**src/rtl/dac_tx_pkg.sv**
```systemverilog
package dac_tx_pkg;

  typedef struct packed {
    logic load;   // take a new sample, drive padding
    logic shift;  // present the next sample bit
    logic clear;  // frame over, park data low
  } shift_ctl_t;

endpackage

```
**src/rtl/dac_tx_clkdiv.sv**
```systemverilog
module dac_tx_clkdiv #(
  parameter int CLK_DIV = 2
) (
  input  logic clk,
  input  logic rst_n,
  input  logic run,
  output logic bclk,
  output logic fall_tick
);
  localparam int HALF = CLK_DIV / 2;
  localparam int CW   = (CLK_DIV > 2) ? $clog2(CLK_DIV) : 1;
  localparam logic [CW-1:0] CNT_LAST = CW'(CLK_DIV - 1);
  localparam logic [CW-1:0] CNT_MID  = CW'(HALF - 1);

  logic [CW-1:0] cnt;

  assign fall_tick = run && (cnt == CNT_LAST);

  always_ff @(posedge clk or negedge rst_n) begin
    if (!rst_n) begin
      cnt  <= '0;
      bclk <= 1'b0;
    end else if (!run) begin
      cnt  <= '0;
      bclk <= 1'b0;
    end else if (cnt == CNT_LAST) begin
      cnt  <= '0;
      bclk <= 1'b0;
    end else begin
      if (cnt == CNT_MID) bclk <= 1'b1;
      cnt <= cnt + 1'b1;
    end
  end

  // a stopped divider keeps the bit clock parked low
  assert_bclk_parked_R9: assert property (@(posedge clk) disable iff (!rst_n)
    (!run && !$past(run)) |-> !bclk);

endmodule

```
**src/rtl/dac_tx_seq.sv**
```systemverilog
module dac_tx_seq
  import dac_tx_pkg::*;
#(
  parameter int WORD_W    = 18,
  parameter int FRAME_LEN = 24
) (
  input  logic       clk,
  input  logic       rst_n,
  input  logic       s_valid,
  output logic       s_ready,
  input  logic       fall_tick,
  input  logic       bclk,
  output logic       run,
  output logic       latch_en,
  output shift_ctl_t ctl
);
  localparam int LEAD = FRAME_LEN - WORD_W;
  localparam int SW   = $clog2(FRAME_LEN);
  localparam logic [SW-1:0] LAST_SLOT = SW'(FRAME_LEN - 1);
  localparam logic [SW-1:0] PRE_MSB   = SW'(LEAD - 1);
  localparam logic [SW-1:0] MSB_SLOT  = SW'(LEAD);

  logic [SW-1:0] slot;
  logic          busy;
  logic          last;
  logic          accept;

  assign last    = fall_tick && (slot == LAST_SLOT);
  assign s_ready = !busy || last;
  assign accept  = s_valid && s_ready;
  assign run     = busy;

  assign ctl.load  = accept;
  assign ctl.shift = fall_tick && (slot >= PRE_MSB) && !last;
  assign ctl.clear = last;

  always_ff @(posedge clk or negedge rst_n) begin
    if (!rst_n) begin
      busy <= 1'b0;
      slot <= '0;
    end else if (accept) begin
      busy <= 1'b1;
      slot <= '0;
    end else if (last) begin
      busy <= 1'b0;
    end else if (fall_tick) begin
      slot <= slot + 1'b1;
    end
  end

  always_ff @(posedge clk or negedge rst_n) begin
    if (!rst_n)                               latch_en <= 1'b0;
    else if (last)                            latch_en <= 1'b0;
    else if (fall_tick && slot == PRE_MSB)    latch_en <= 1'b1;
  end

  // the strobe moves only together with a falling bit clock
  assert_le_on_fall_R5: assert property (@(posedge clk) disable iff (!rst_n)
    !$stable(latch_en) |-> $fell(bclk));
  // strobe rises entering the MSB period
  assert_le_rise_msb_R6: assert property (@(posedge clk) disable iff (!rst_n)
    $rose(latch_en) |-> (busy && slot == MSB_SLOT));
  // strobe falls only when the LSB period ends
  assert_le_fall_lsb_R6: assert property (@(posedge clk) disable iff (!rst_n)
    $fell(latch_en) |-> ($past(slot) == LAST_SLOT));
  // a running frame not in its last cycle refuses samples
  assert_ready_busy_R2: assert property (@(posedge clk) disable iff (!rst_n)
    (busy && !fall_tick) |-> !s_ready);

endmodule

```
**src/rtl/dac_tx_shift.sv**
```systemverilog
module dac_tx_shift
  import dac_tx_pkg::*;
#(
  parameter int WORD_W = 18
) (
  input  logic              clk,
  input  logic              rst_n,
  input  shift_ctl_t        ctl,
  input  logic [WORD_W-1:0] din,
  input  logic              bclk,
  output logic              sdata
);
  logic [WORD_W-1:0] sreg;

  always_ff @(posedge clk or negedge rst_n) begin
    if (!rst_n) begin
      sreg  <= '0;
      sdata <= 1'b0;
    end else if (ctl.load) begin
      sreg  <= din;
      sdata <= 1'b0;
    end else if (ctl.shift) begin
      sdata <= sreg[WORD_W-1];
      sreg  <= {sreg[WORD_W-2:0], 1'b0};
    end else if (ctl.clear) begin
      sdata <= 1'b0;
    end
  end

  // data moves only together with a falling bit clock
  assert_sdata_on_fall_R5: assert property (@(posedge clk) disable iff (!rst_n)
    !$stable(sdata) |-> $fell(bclk));

endmodule

```
**src/rtl/dac_word_tx.sv**
```systemverilog
module dac_word_tx
  import dac_tx_pkg::*;
#(
  parameter int WORD_W    = 18,
  parameter int FRAME_LEN = 24,
  parameter int CLK_DIV   = 2
) (
  input  logic              clk,
  input  logic              rst_n,
  input  logic              s_valid,
  output logic              s_ready,
  input  logic [WORD_W-1:0] s_data,
  output logic              bclk,
  output logic              sdata,
  output logic              latch_en
);
  generate
    if (CLK_DIV < 2 || (CLK_DIV % 2) != 0) begin : g_bad_div
      $error("CLK_DIV must be even and at least 2");
    end
    if (FRAME_LEN <= WORD_W || WORD_W < 2) begin : g_bad_frame
      $error("FRAME_LEN must exceed WORD_W by at least one padding period");
    end
  endgenerate

  logic       run;
  logic       fall_tick;
  shift_ctl_t ctl;

  dac_tx_clkdiv #(.CLK_DIV(CLK_DIV)) u_div (
    .clk(clk), .rst_n(rst_n), .run(run), .bclk(bclk), .fall_tick(fall_tick)
  );

  dac_tx_seq #(.WORD_W(WORD_W), .FRAME_LEN(FRAME_LEN)) u_seq (
    .clk(clk), .rst_n(rst_n), .s_valid(s_valid), .s_ready(s_ready),
    .fall_tick(fall_tick), .bclk(bclk), .run(run), .latch_en(latch_en), .ctl(ctl)
  );

  dac_tx_shift #(.WORD_W(WORD_W)) u_shift (
    .clk(clk), .rst_n(rst_n), .ctl(ctl), .din(s_data), .bclk(bclk), .sdata(sdata)
  );

endmodule

```
**config.mk**
```make
export PLATFORM = sky130hd
export DESIGN_NAME = dac_word_tx
export DESIGN_NICKNAME = d
export VERILOG_FILES = /design/src/rtl/dac_tx_pkg.sv /design/src/rtl/dac_tx_clkdiv.sv /design/src/rtl/dac_tx_seq.sv /design/src/rtl/dac_tx_shift.sv /design/src/rtl/dac_word_tx.sv
export SDC_FILE = /design/constraint.sdc
export NUM_CORES = 1
export LEC_CHECK = 0
export ABC_AREA = 1
export ABC_CLOCK_PERIOD_IN_PS = 3000
export BUFFER_PORTS_ARGS = -buffer_cell sky130_fd_sc_hd__buf_2
export CAP_MARGIN = 10
export CORE_ASPECT_RATIO = 0.75
export CORE_UTILIZATION = 58
export DETAILED_ROUTE_END_ITERATION = 12
export GPL_TIMING_DRIVEN = 1
export PLACE_DENSITY = 0.9
export RECOVER_POWER = 50
export SETUP_SLACK_MARGIN = 0.02
export SLEW_MARGIN = 5
export SYNTH_ARGS = -nofsm -noshare
export SYNTH_HDL_FRONTEND = slang
export SYNTH_SLANG_ARGS = --single-unit
```
**constraint.sdc**
```tcl
create_clock -name clk -period 3 [get_ports clk]
set_input_delay 0.15 -clock clk [delete_from_list [all_inputs] [get_ports clk]]
set_output_delay 0.15 -clock clk [all_outputs]
set_load 0.1 [all_outputs]
```
Word-level counts from Yosys, hierarchy flattened
Index checks and enable logic that the tools add are counted.
- magnitude comparators: 1
- equal/unequal tests: 3
- reduce and logical (&&, ||, !) cells: 15
- multiplexer cells: 15
- add/sub/neg operators: 2
- operator list (cell ; number):
    two-way mux 18 bit ; 2
    two-way mux 5 bit ; 3
    two-way mux 1 bit ; 10
    nonzero test 2 bit ; 4
    logical AND 1 bit ; 6
    adder 5 x 1 -> 5 bit (second input constant) ; 1
    == test 5 x 3 -> 1 bit (second input constant) ; 1
    == test 5 bit (second input constant) ; 1
    greater-or-equal comparator 5 x 3 -> 1 bit (second input constant) ; 1
    nonzero test 3 bit ; 1
    zero test 1 bit ; 2
    != test 2 bit (second input constant) ; 1
    AND reduction 2 bit ; 1
    adder 1 bit (second input constant) ; 1
    logical OR 1 bit ; 1
- bits in registers: 28
- output and inout port bits: 4
- bits of input ports: 21
- logic and storage cells: 43

Depth between registers and ports, before layout
Gate-level depths: netlist of the first run.
- depth after elaboration: 6
- depth in mapped cells: 10
- depth with buffers taken out: 10

Cells and area by module
Synthesis of the first run repeated with hierarchy kept, for this count alone.
- cells, all modules: 168
- area total of the unflattened synthesis: 1485.2 um^2
- modules (own cells, without submodules) (module ; sequential area each (um^2) ; cells an instance ; area an instance (um^2) ; times used):
    dac_tx_shift ; 475.5 ; 102 ; 974.7 ; 1
    dac_tx_seq ; 175.2 ; 61 ; 467.9 ; 1
    dac_tx_clkdiv ; 25.0 ; 5 ; 42.5 ; 1

Worst setup path before layout of the first run
Ideal clock, no wire load.
- path kind: register -> register
- start point: register, netlist name u_div.bclk
- end point: register u_shift.sreg[10]
- setup slack: 0.594 ns
- period minus slack after synthesis: 2.406 ns
- stages on the path, launching flop included: 9
- setup time: 0.125 ns
- buffers on the path: 1
- data arrival time: 2.282 ns
- data required time: 2.875 ns
- path through: dfrtp_1 -> nand2_2 -> nor2_4 -> nand2_4 -> nand2_2 -> nand2_2 -> buf_2 -> nand3_1 -> nand3_1
- RTL lines (element ; line ; RTL):
    end signal, assigned ; dac_tx_shift.sv:20 ; sreg <= din;
    end signal, assigned ; dac_tx_shift.sv:24 ; sreg <= {sreg[WORD_W-2:0], 1'b0};
    end, declared ; dac_tx_shift.sv:13 ; logic [WORD_W-1:0] sreg;

Worst setup path after layout of the first run
- start point: register u_seq.slot[0]
- end point: output port s_ready
- longest elaborated chain between the ends: 3
- ends and longest elaborated chain (element ; line ; RTL):
    start, declared ; dac_tx_seq.sv:23 ; logic [SW-1:0] slot;
    start signal, assigned ; dac_tx_seq.sv:47 ; slot <= slot + 1'b1;
    == test 5 bit ; dac_tx_seq.sv:28 ; assign last = fall_tick && (slot == LAST_SLOT);
    logical AND 1 bit ; dac_tx_seq.sv:28 ;
    logical OR 1 bit ; dac_tx_seq.sv:29 ; assign s_ready = !busy || last;
    end, declared ; dac_word_tx.sv:11 ; output logic s_ready,
No other way between the ends.

==> results.sh, run 1 <==
export IMPL_status="finished, violations left"
export IMPL_violations="design-rule violations"
export IMPL_grt_first_pass_wirelength_mm=4.57
export IMPL_overflow=0
export IMPL_io_buffers=24
export IMPL_ys_flop_type="dfrtp_1"
export IMPL_vias=1187
export IMPL_yosysTopAreaCell="dfrtp_1"
export IMPL_diodes=0
export IMPL_placementRows=14
export IMPL_vdd_drop_max_mv=0.692
export IMPL_endpoint_kind="primary output"
export IMPL_rsz0062_at_grt="false"
export IMPL_synth_seq_cells=27
export IMPL_cts_max_level=1
export IMPL_cp_num_buf_inv=1
export IMPL_hold_class="in -> reg"
export IMPL_tns_ns=0
export IMPL_cts_setup_buffers=0
export IMPL_drt_initial_drc_count=65
export IMPL_max_stage_delay_ns=0.46
export IMPL_min_delay_start="s_data[0]"
export IMPL_grt_pass1_vias=1039
export IMPL_maxSlewHeadroom=0.0719
export IMPL_worstSetupPathDepth=6
export IMPL_skew_ns=0.00192
export IMPL_final_max_slew_viol_count=0
export IMPL_drc_errors=3
export IMPL_timing_rr_start="u_seq.slot[1]"
export IMPL_drive_gt1_frac=0.185
export IMPL_finalCritPeriodShare=0.708
export IMPL_die_w_um=57.5
export IMPL_ff2ff_path_depth=9
export IMPL_syn_nets=184
export IMPL_async_flop_share=1.00
export IMPL_min_period_ns=2.12
export IMPL_clock_latency_ns=0.33
export IMPL_grt_usage=0.244
export IMPL_core_um2=2080
export IMPL_synth_cell_types=20
export IMPL_setup_viol=0
export IMPL_fin_cells=208
export IMPL_yosysWarningCount=0
export IMPL_fp_dieArea_um2=2510
export IMPL_synth_edf_count=0
export IMPL_hold_path_depth=3
export IMPL_fin_nets=208
export IMPL_io_pins=25
export IMPL_synth_top_family_by_area="simple AND/OR/NAND/NOR gates"
export IMPL_cts_num_sinks=27
export IMPL_clk_pin_slew_ns=0.14
export IMPL_synth_top_cells_by_count="nand3_1, nand2_1, dfrtp_1"
export IMPL_slowest_stage="dfrtp_1"
export IMPL_area_delta_synth_final_pct=11.4
export IMPL_synth_top_cell_area_share=0.504
export IMPL_cts_buffers=3
export IMPL_yosys_mux_area_fraction=0
export IMPL_die_h_um=43.6
export IMPL_r2r_end="u_shift.sreg[5]"
export IMPL_start_util=0.643
export IMPL_viasPerCell=5.71
export IMPL_avgSynthCellArea_um2=8.32
export IMPL_synth_xor_area_frac=0
export IMPL_clock_fmax_mhz=471
export IMPL_critical_path_cell_chain="ha_1, nand2_1, nor2_4, nand2_4, nand2_2, buf_2"
export IMPL_cts_buffer_depth=2
export IMPL_drt_wl_total_mm=2.74
export IMPL_ant_nets=0
export IMPL_holdWs_ns=0.0104
export IMPL_place_congestion=0.841
export IMPL_cts_tree="done"
export IMPL_antenna_found_initial=0
export IMPL_synth_most_common_cell="nand3_1"
export IMPL_reg2reg_slack_ns=0.99
export IMPL_cpLargestDelayFamily="simple AND/OR/NAND/NOR gates"
export IMPL_dpl_cell_count=203
export IMPL_synth_area_um2=1340
export IMPL_dpl_hpwl_mm=1.95
export IMPL_yosys_top_cells_area="dfrtp_1, nand3_1, nand2_1, inv_1, ha_1"
export IMPL_grt_max_degree=28
export IMPL_min_to="u_shift.sreg[0]"
export IMPL_max_cap_violations=0
export IMPL_ys_seq_area_frac=0.504
export IMPL_crit_required_ns=2.85
export IMPL_start_kind="flip-flop"
export IMPL_synthAdderAreaFrac=0.0187
export IMPL_path_class="reg -> out"
export IMPL_drt_wirelength_per_cell_um=13.2
export IMPL_yosys_area_share_simple=0.367
export IMPL_power_leakage_nw=0.799
export IMPL_crit_arrival_ns=1.97
export IMPL_pwr_density_cell_nw_per_um2=1060
export IMPL_critical_path_max_fanout=6
export IMPL_hold_viol_final=0
export IMPL_clk_root_buffer_cell="clkbuf_4"
export IMPL_tightest_slew_ns=1.39
export IMPL_synth_compound_area_frac=0.0560
export IMPL_synthCells=161
export IMPL_dr_pass1_iters=9
worst max path at each step:
stage / startpoint / end / slack [ns]
after global routing: u_seq.slot[0] / s_ready / 0.76
after floorplan: u_div.bclk / u_shift.sreg[10] / 0.59
after global placement: u_seq.slot[1] / u_shift.sreg[2] / 1.13
after detailed placement: u_seq.slot[1] / u_shift.sreg[5] / 1.04
after CTS: u_seq.slot[0] / s_ready / 0.90
final: u_seq.slot[0] / s_ready / 0.88
tightest hold or removal path: cells and delay by family:
| kind | cells | cell delay, ns |
|---|---|---|
| buffers and inverters | 1 | 0.08 |
| and+or+nand+nor | 2 | 0.09 |
layout by cell type (no fill, tap or decap), drive strengths merged:
cell type / instances
nand3: 54
nand2: 42
dfrtp: 27
buf: 23
inv: 9
nor2: 7
a21oi: 6
clkbuf: 6
o21ai: 3
ha: 2
nand3b: 1
a21o: 1
o31ai: 1
nor3: 1
dlygate4sd3: 1
report_power, final:
part	switching [mW]	internal, mW	leakage, nW
Combinational	0.587	0.223	0.441
Sequential	0.107	0.506	0.343
Clock	0.107	0.0524	0.0150
Total	0.801	0.782	0.799
cells by family (layout without fill, tap and decap cells):
logic type / count (synthesis) / in the layout
adder cells (fa/ha/maj): 2 / 2
AO/OA/AOI/OAI: 11 / 11
AND/OR/NAND/NOR: 105 / 105
buffers and inverters: 16 / 39
flip-flops: 27 / 27
cell type report:
class | count | area (um^2)
clock buffer | 4 | 26.3
tap | 24 | 30.0
multi-input combinational | 118 | 592
fill | 177 | 592
timing repair buffer | 26 | 135
inverter | 9 | 33.8
sequential | 27 | 676
routing by layer:
metal / vias up / routed length [um] / GRT usage
met5: - / 0 / 0
met4: 0 / 38 / 0.0439
met3: 5 / 159 / 0.0537
met2: 37 / 1270 / 0.409
met1: 557 / 1280 / 0.335
li1: 588 / - / -
per-stage QoR:
step	cell area (um^2)	util	power, mW	worst slack (ns)
3_3_place_gp	1460	0.700	1.37	1.13
6_report	1490	0.716	1.58	0.876
2_1_floorplan	1340	-	1.26	0.594
3_5_place_dp	1460	0.700	1.42	1.04
5_1_grt	1490	0.716	1.70	0.761
4_1_cts	1500	0.717	1.58	0.901
sequential cells by signal, summed over array words and instances (netlist names):
register / cells
u_shift.sreg: 18
u_seq.slot: 5
u_div.bclk: 1
u_seq.latch_en: 1
u_seq.run: 1
u_shift.sdata: 1
repair_timing:
item,CTS,global route
endpoints found under the hold margin,27,0
hold buffers,1,0
resized for setup,0,0
(Power assumes the default switching activity.)
==> run 2: changes to the inputs <==
- ABC_AREA: 1 -> 0
- ABC_CLOCK_PERIOD_IN_PS: 3000 -> 2100
- CORE_UTILIZATION: 58 -> 56
- PLACE_DENSITY: 0.9 -> 0.86
- clock period: 3 -> 2.1 ns (I/O delays scaled with it)
==> results.sh, run 2 <==
export IMPL_ys_seq_area_frac=0.409
export IMPL_min_period_ns=1.95
export IMPL_maxSlewHeadroom=0.0351
export IMPL_async_flop_share=1.00
export IMPL_setup_viol=0
export IMPL_cts_num_sinks=27
export IMPL_vias=1456
export IMPL_final_cell_mix="dfrtp_1, inv_1, buf_2, o2111ai_1, o211ai_1"
export IMPL_setup_ws_ns=0.146
export IMPL_synth_area_um2=1650
export IMPL_regMostFlops="u_shift.sreg"
export IMPL_holdWs_ns=0.0457
export IMPL_drt_initial_drc_count=166
export IMPL_cts_buffer_depth=2
export IMPL_critical_path_cell_chain="ha_1, nand4b_1, buf_6, o21ai_1, o31ai_1"
export IMPL_grt_use_met3=0.0607
export IMPL_antenna_found_initial=0
export IMPL_largest_register_ffs=18
export IMPL_critical_path_max_fanout=40
export IMPL_crit_required_ns=2.24
export IMPL_synth_most_common_cell="dfrtp_1"
export IMPL_synth_top_cell_area_share=0.409
export IMPL_power_leakage_nw=0.794
export IMPL_finalCritPeriodShare=0.931
export IMPL_cts_buffers=3
export IMPL_pwr_density_cell_nw_per_um2=1450
export IMPL_tightest_slew_ns=1.45
export IMPL_max_cap_violations=0
export IMPL_grt_pass1_vias=1384
export IMPL_hold_class="in -> reg"
export IMPL_skew_ns=0.00543
export IMPL_synth_edf_count=0
export IMPL_ys_flop_type="dfrtp_1"
export IMPL_fin_cells=217
export IMPL_ant_nets=0
export IMPL_placementRows=16
export IMPL_vdd_drop_max_mv=0.634
export IMPL_status="finished clean"
export IMPL_drt_wirelength_per_cell_um=18.0
export IMPL_overflow=0
export IMPL_clk_pin_slew_ns=0.09
export IMPL_io_buffers=24
export IMPL_grt_max_degree=41
export IMPL_synthCells=163
export IMPL_grt_first_pass_wirelength_mm=6.62
export IMPL_max_stage_delay_ns=0.48
export IMPL_viasPerCell=6.71
export IMPL_use_met2=0.439
export IMPL_cts_setup_buffers=0
export IMPL_syn_nets=186
export IMPL_start_kind="flip-flop"
export IMPL_path_class="reg -> reg"
export IMPL_met1_usage=0.370
export IMPL_clk_root_buffer_cell="clkbuf_8"
export IMPL_area_delta_synth_final_pct=12.1
export IMPL_crit_arrival_ns=2.10
export IMPL_drive_gt1_frac=0.254
export IMPL_dpl_cell_count=212
export IMPL_io_pins=25
export IMPL_diodes=0
export IMPL_busiest_layer="met2"
export IMPL_utilization=0.685
export IMPL_tns_ns=0
export IMPL_layout_commonest_cell="dfrtp_1"
export IMPL_die_h_um=49.0
export IMPL_final_max_slew_viol_count=0
export IMPL_hold_viol_final=0
export IMPL_slowest_stage="o21ai_1"
export IMPL_yosysTopAreaCell="dfrtp_1"
export IMPL_finalPower_mw=2.69
export IMPL_grt_usage=0.270
export IMPL_yosysWarningCount=0
export IMPL_clock_fmax_mhz=512
export IMPL_start_util=0.611
export IMPL_cts_tree="done"
export IMPL_yosys_top_cells_area="dfrtp_1, o2111ai_1, o221ai_2, o211ai_1, inv_1"
export IMPL_core_um2=2700
export IMPL_stdcell_area_um2=1850
export IMPL_endpoint_kind="flip-flop"
export IMPL_avgSynthCellArea_um2=10.1
export IMPL_synth_seq_cells=27
export IMPL_fillers=217
export IMPL_dpl_hpwl_mm=2.58
export IMPL_reg2reg_slack_ns=0.15
export IMPL_synth_top_cells_by_count="dfrtp_1, inv_1, o2111ai_1"
export IMPL_detailedPlace_worstSlack_ns=0.182
export IMPL_place_congestion=0.853
export IMPL_placed_area_um2=1790
export IMPL_dr_pass1_iters=4
export IMPL_reg_top3="u_shift.sreg: 18 flops, u_seq.slot: 5 flops"
export IMPL_cts_max_level=1
export IMPL_clock_latency_ns=0.28
export IMPL_drc_errors=0
export IMPL_synth_cell_types=34
export IMPL_drt_wl_total_mm=3.91
export IMPL_die_w_um=64.7
export IMPL_fp_dieArea_um2=3170
export IMPL_fin_nets=205
[run 2: final cells by class]
type	count	area, um^2	share of cell area
sequential	27	676	0.365
multi-input combinational	96	798	0.431
clock inverter	1	5.00	0.00270
inverter	21	78.8	0.0426
timing repair buffer	33	206	0.112
clock buffer	3	41.3	0.0223
tap	36	45.0	0.0243
[run 2: final timing paths]
check	startpoint	to	depth (start not counted)
hold / removal	s_data[0]	u_shift.sreg[0]	2
setup / recovery	u_seq.slot[0]	u_shift.sdata	5
max in group asynchronous	rst_n	u_shift.sreg[14]	2
hold reg to reg	u_div.bclk	u_div.bclk	1
setup reg to reg	u_seq.slot[0]	u_shift.sdata	5
min in group asynchronous	rst_n	u_seq.latch_en	2
[run 2: logic make-up (layout without fill, tap and decap cells)]
group / after synthesis / after routing / share of synthesized area
AOI/OAI and AO/OA: 75 / 75 / 0.390
and+or+nand+nor: 19 / 19 / 0.0720
DFF: 27 / 27 / 0.409
buffers and inverters: 40 / 58 / 0.114
adders and majority gates: 2 / 2 / 0.0152
[run 2: report_power, final]
part	switching, mW	total (mW)	internal, mW
combinational	0.951	1.47	0.521
clock	0.168	0.302	0.133
sequential	0.197	0.916	0.718
[run 2: routing by layer]
layer	up-vias	part of all wire	routed length (um)
met2	60	0.49	1920
met3	10	0.051	199
met1	704	0.44	1740
met5	-	0	0
li1	682	-	-
met4	0	0.014	53
[run 2: repair_timing]
action | CTS | global route
endpoints found under the hold margin | 27 | 0
hold buffers | 1 | 0
setup endpoints to repair | 0 | 1
resized for setup | 0 | 1
[run 2: worst max-delay path: cells and delay by family (launching register included)]
family | cells | cell delay (ns)
fa+ha+maj | 1 | 0.27
buf+inv | 1 | 0.26
flops | 1 | 0.45
compound gates | 2 | 0.65
simple gates | 1 | 0.18
==> run 3: changes to the inputs <==
- PLACE_DENSITY: 0.86 -> 0.79
==> results.sh, run 3 (synthesized netlist as in run 2, its figures left out) <==
export IMPL_timing_rr_start="u_seq.slot[0]"
export IMPL_skew_ns=0.00712
export IMPL_final_cell_mix="dfrtp_1, inv_1, buf_2, o2111ai_1, o211ai_1"
export IMPL_grt_usage=0.261
export IMPL_placed_area_um2=1800
export IMPL_cts_buffer_depth=2
export IMPL_path_class="reg -> out"
export IMPL_cts_tree="done"
export IMPL_critical_path_max_fanout=22
export IMPL_place_congestion=0.761
export IMPL_clk_root_buffer_cell="clkbuf_8"
export IMPL_tns_ns=0
export IMPL_placementRows=16
export IMPL_drt_wl_total_mm=3.75
export IMPL_largest_register_ffs=18
export IMPL_reg2reg_slack_ns=0.20
export IMPL_clockPowerShare=0.114
export IMPL_post_cts_resize_count=0
export IMPL_grt_first_pass_wirelength_mm=6.35
export IMPL_drive_gt1_frac=0.262
export IMPL_crit_top_cell="buf_4"
export IMPL_drt_initial_drc_count=76
export IMPL_setup_viol=0
export IMPL_io_pins=25
export IMPL_worstSetupPathDepth=6
export IMPL_start_kind="flip-flop"
export IMPL_overflow=0
export IMPL_ff2ff_path_depth=6
export IMPL_ant_nets=0
export IMPL_slowest_stage="dfrtp_1"
export IMPL_cts_num_sinks=27
export IMPL_fp_dieArea_um2=3170
export IMPL_core_um2=2700
export IMPL_vdd_drop_max_mv=1.09
export IMPL_fin_nets=207
export IMPL_die_h_um=49.0
export IMPL_endpoint_kind="primary output"
export IMPL_start_util=0.611
export IMPL_utilization=0.689
export IMPL_viasPerCell=6.54
export IMPL_hold_class="in -> reg"
export IMPL_final_max_slew_viol_count=0
export IMPL_combPwrFrac=0.552
export IMPL_dr_pass1_iters=4
export IMPL_cp_num_buf_inv=3
export IMPL_critical_path_cell_chain="ha_1, nand4b_1, buf_4, buf_4, o21ai_4, buf_12"
export IMPL_dpl_cell_count=213
export IMPL_pwr_density_cell_nw_per_um2=1440
export IMPL_tightest_slew_ns=1.46
export IMPL_min_period_ns=1.99
export IMPL_status="finished clean"
export IMPL_drc_errors=0
export IMPL_swShare=0.481
export IMPL_vias=1432
export IMPL_r2r_end="u_shift.sreg[1]"
export IMPL_max_stage_delay_ns=0.42
export IMPL_fin_cells=219
export IMPL_layout_commonest_cell="dfrtp_1"
export IMPL_p_int_mw=1.39
export IMPL_cpLargestDelayFamily="buffers and inverters"
export IMPL_antenna_found_initial=0
export IMPL_cts_max_level=1
export IMPL_regMostFlops="u_shift.sreg"
export IMPL_crit_required_ns=2.00
export IMPL_reg_top3="u_shift.sreg: 18 flops, u_seq.slot: 5 flops"
export IMPL_maxSlewHeadroom=0.0273
export IMPL_die_w_um=64.7
export IMPL_drt_wirelength_per_cell_um=17.1
export IMPL_clk_pin_slew_ns=0.10
export IMPL_io_buffers=24
export IMPL_grt_pass1_vias=1306
export IMPL_seqPwrFrac=0.334
export IMPL_rsz0062_at_grt="false"
export IMPL_p_switching_mw=1.29
export IMPL_cts_buffers=3
export IMPL_dpl_hpwl_mm=2.57
export IMPL_clock_fmax_mhz=502
export IMPL_area_delta_synth_final_pct=12.8
export IMPL_finalCritPeriodShare=0.949
export IMPL_crit_arrival_ns=1.89
export IMPL_hold_viol_final=0
export IMPL_grt_max_degree=28
export IMPL_critPathLaunch="u_seq.slot[1]"
export IMPL_crit_end="s_ready"
export IMPL_diodes=0
export IMPL_power_leakage_nw=0.802
export IMPL_max_cap_violations=0
export IMPL_clock_latency_ns=0.28
export IMPL_stdcell_area_um2=1860
run 3: changes by cell type in the layout (fill, tap and decap cells not counted), sizes merged:
cell,delta
buf,+2
run 3: area by class of cell:
class	count	area, um^2
fill	228	841
timing repair buffer	35	218
clock inverter	1	5.00
multi-input combinational	96	798
clock buffer	3	41.3
tap	36	45.0
inverter	21	78.8
sequential	27	676
run 3: power by group through the flow:
stage          logic [mW]  registers [mW]  clock network, mW
2_1_floorplan        1.07           0.990                  0
5_1_grt              1.62           0.920              0.325
3_5_place_dp         1.45           0.901                  0
4_1_cts              1.46           0.890              0.307
6_report             1.48           0.891              0.305
3_3_place_gp         1.40           0.889                  0
run 3: per-layer routing:
layer	global-route usage	share of wire	up-vias	wire [um]
li1	-	-	684	-
met5	0	0	-	0
met2	0.407	0.47	46	1760
met3	0.0584	0.049	4	185
met4	0.0704	0.011	0	41
met1	0.367	0.47	698	1760
run 3: how the worst min path moves through the flow:
| stage | endpoint | start | slack [ns] | depth (start not counted) |
|---|---|---|---|---|
| final | u_shift.sreg[0] | s_data[0] | 0.05 | 2 |
| after global routing | u_shift.sreg[0] | s_data[0] | 0.06 | 2 |
| after CTS | u_shift.sreg[0] | s_data[0] | 0.05 | 2 |
| after detailed placement | u_seq.latch_en | rst_n | 0.15 | 1 |
| after global placement | u_seq.slot[4] | rst_n | 0.15 | 1 |
| after floorplan | u_div.bclk | rst_n | -0.19 | 0 |
run 3: per-stage QoR:
| step | setup WS, ns | hold WS [ns] | total power [mW] |
|---|---|---|---|
| after global placement | 0.403 | 0.149 | 2.29 |
| final | 0.108 | 0.0457 | 2.67 |
| after CTS | 0.0915 | 0.0480 | 2.65 |
| after floorplan | 0.0616 | -0.191 | 2.06 |
| after detailed placement | 0.326 | 0.147 | 2.35 |
| after global routing | 0.0197 | 0.0556 | 2.86 |
run 3: what timing repair did:
action	4_1_cts	5_1_grt
buffers inserted	0	1
hold endpoints to repair	27	0
setup endpoints to repair	0	1
hold buffers	1	0
run 3: worst reg2reg max path, stage by stage (launching register included):
cell      delay, ns
dfrtp_1        0.43
buf_4          0.16
ha_1           0.21
o31a_1         0.26
o211a_1        0.34
buf_4          0.25
o221ai_2       0.18
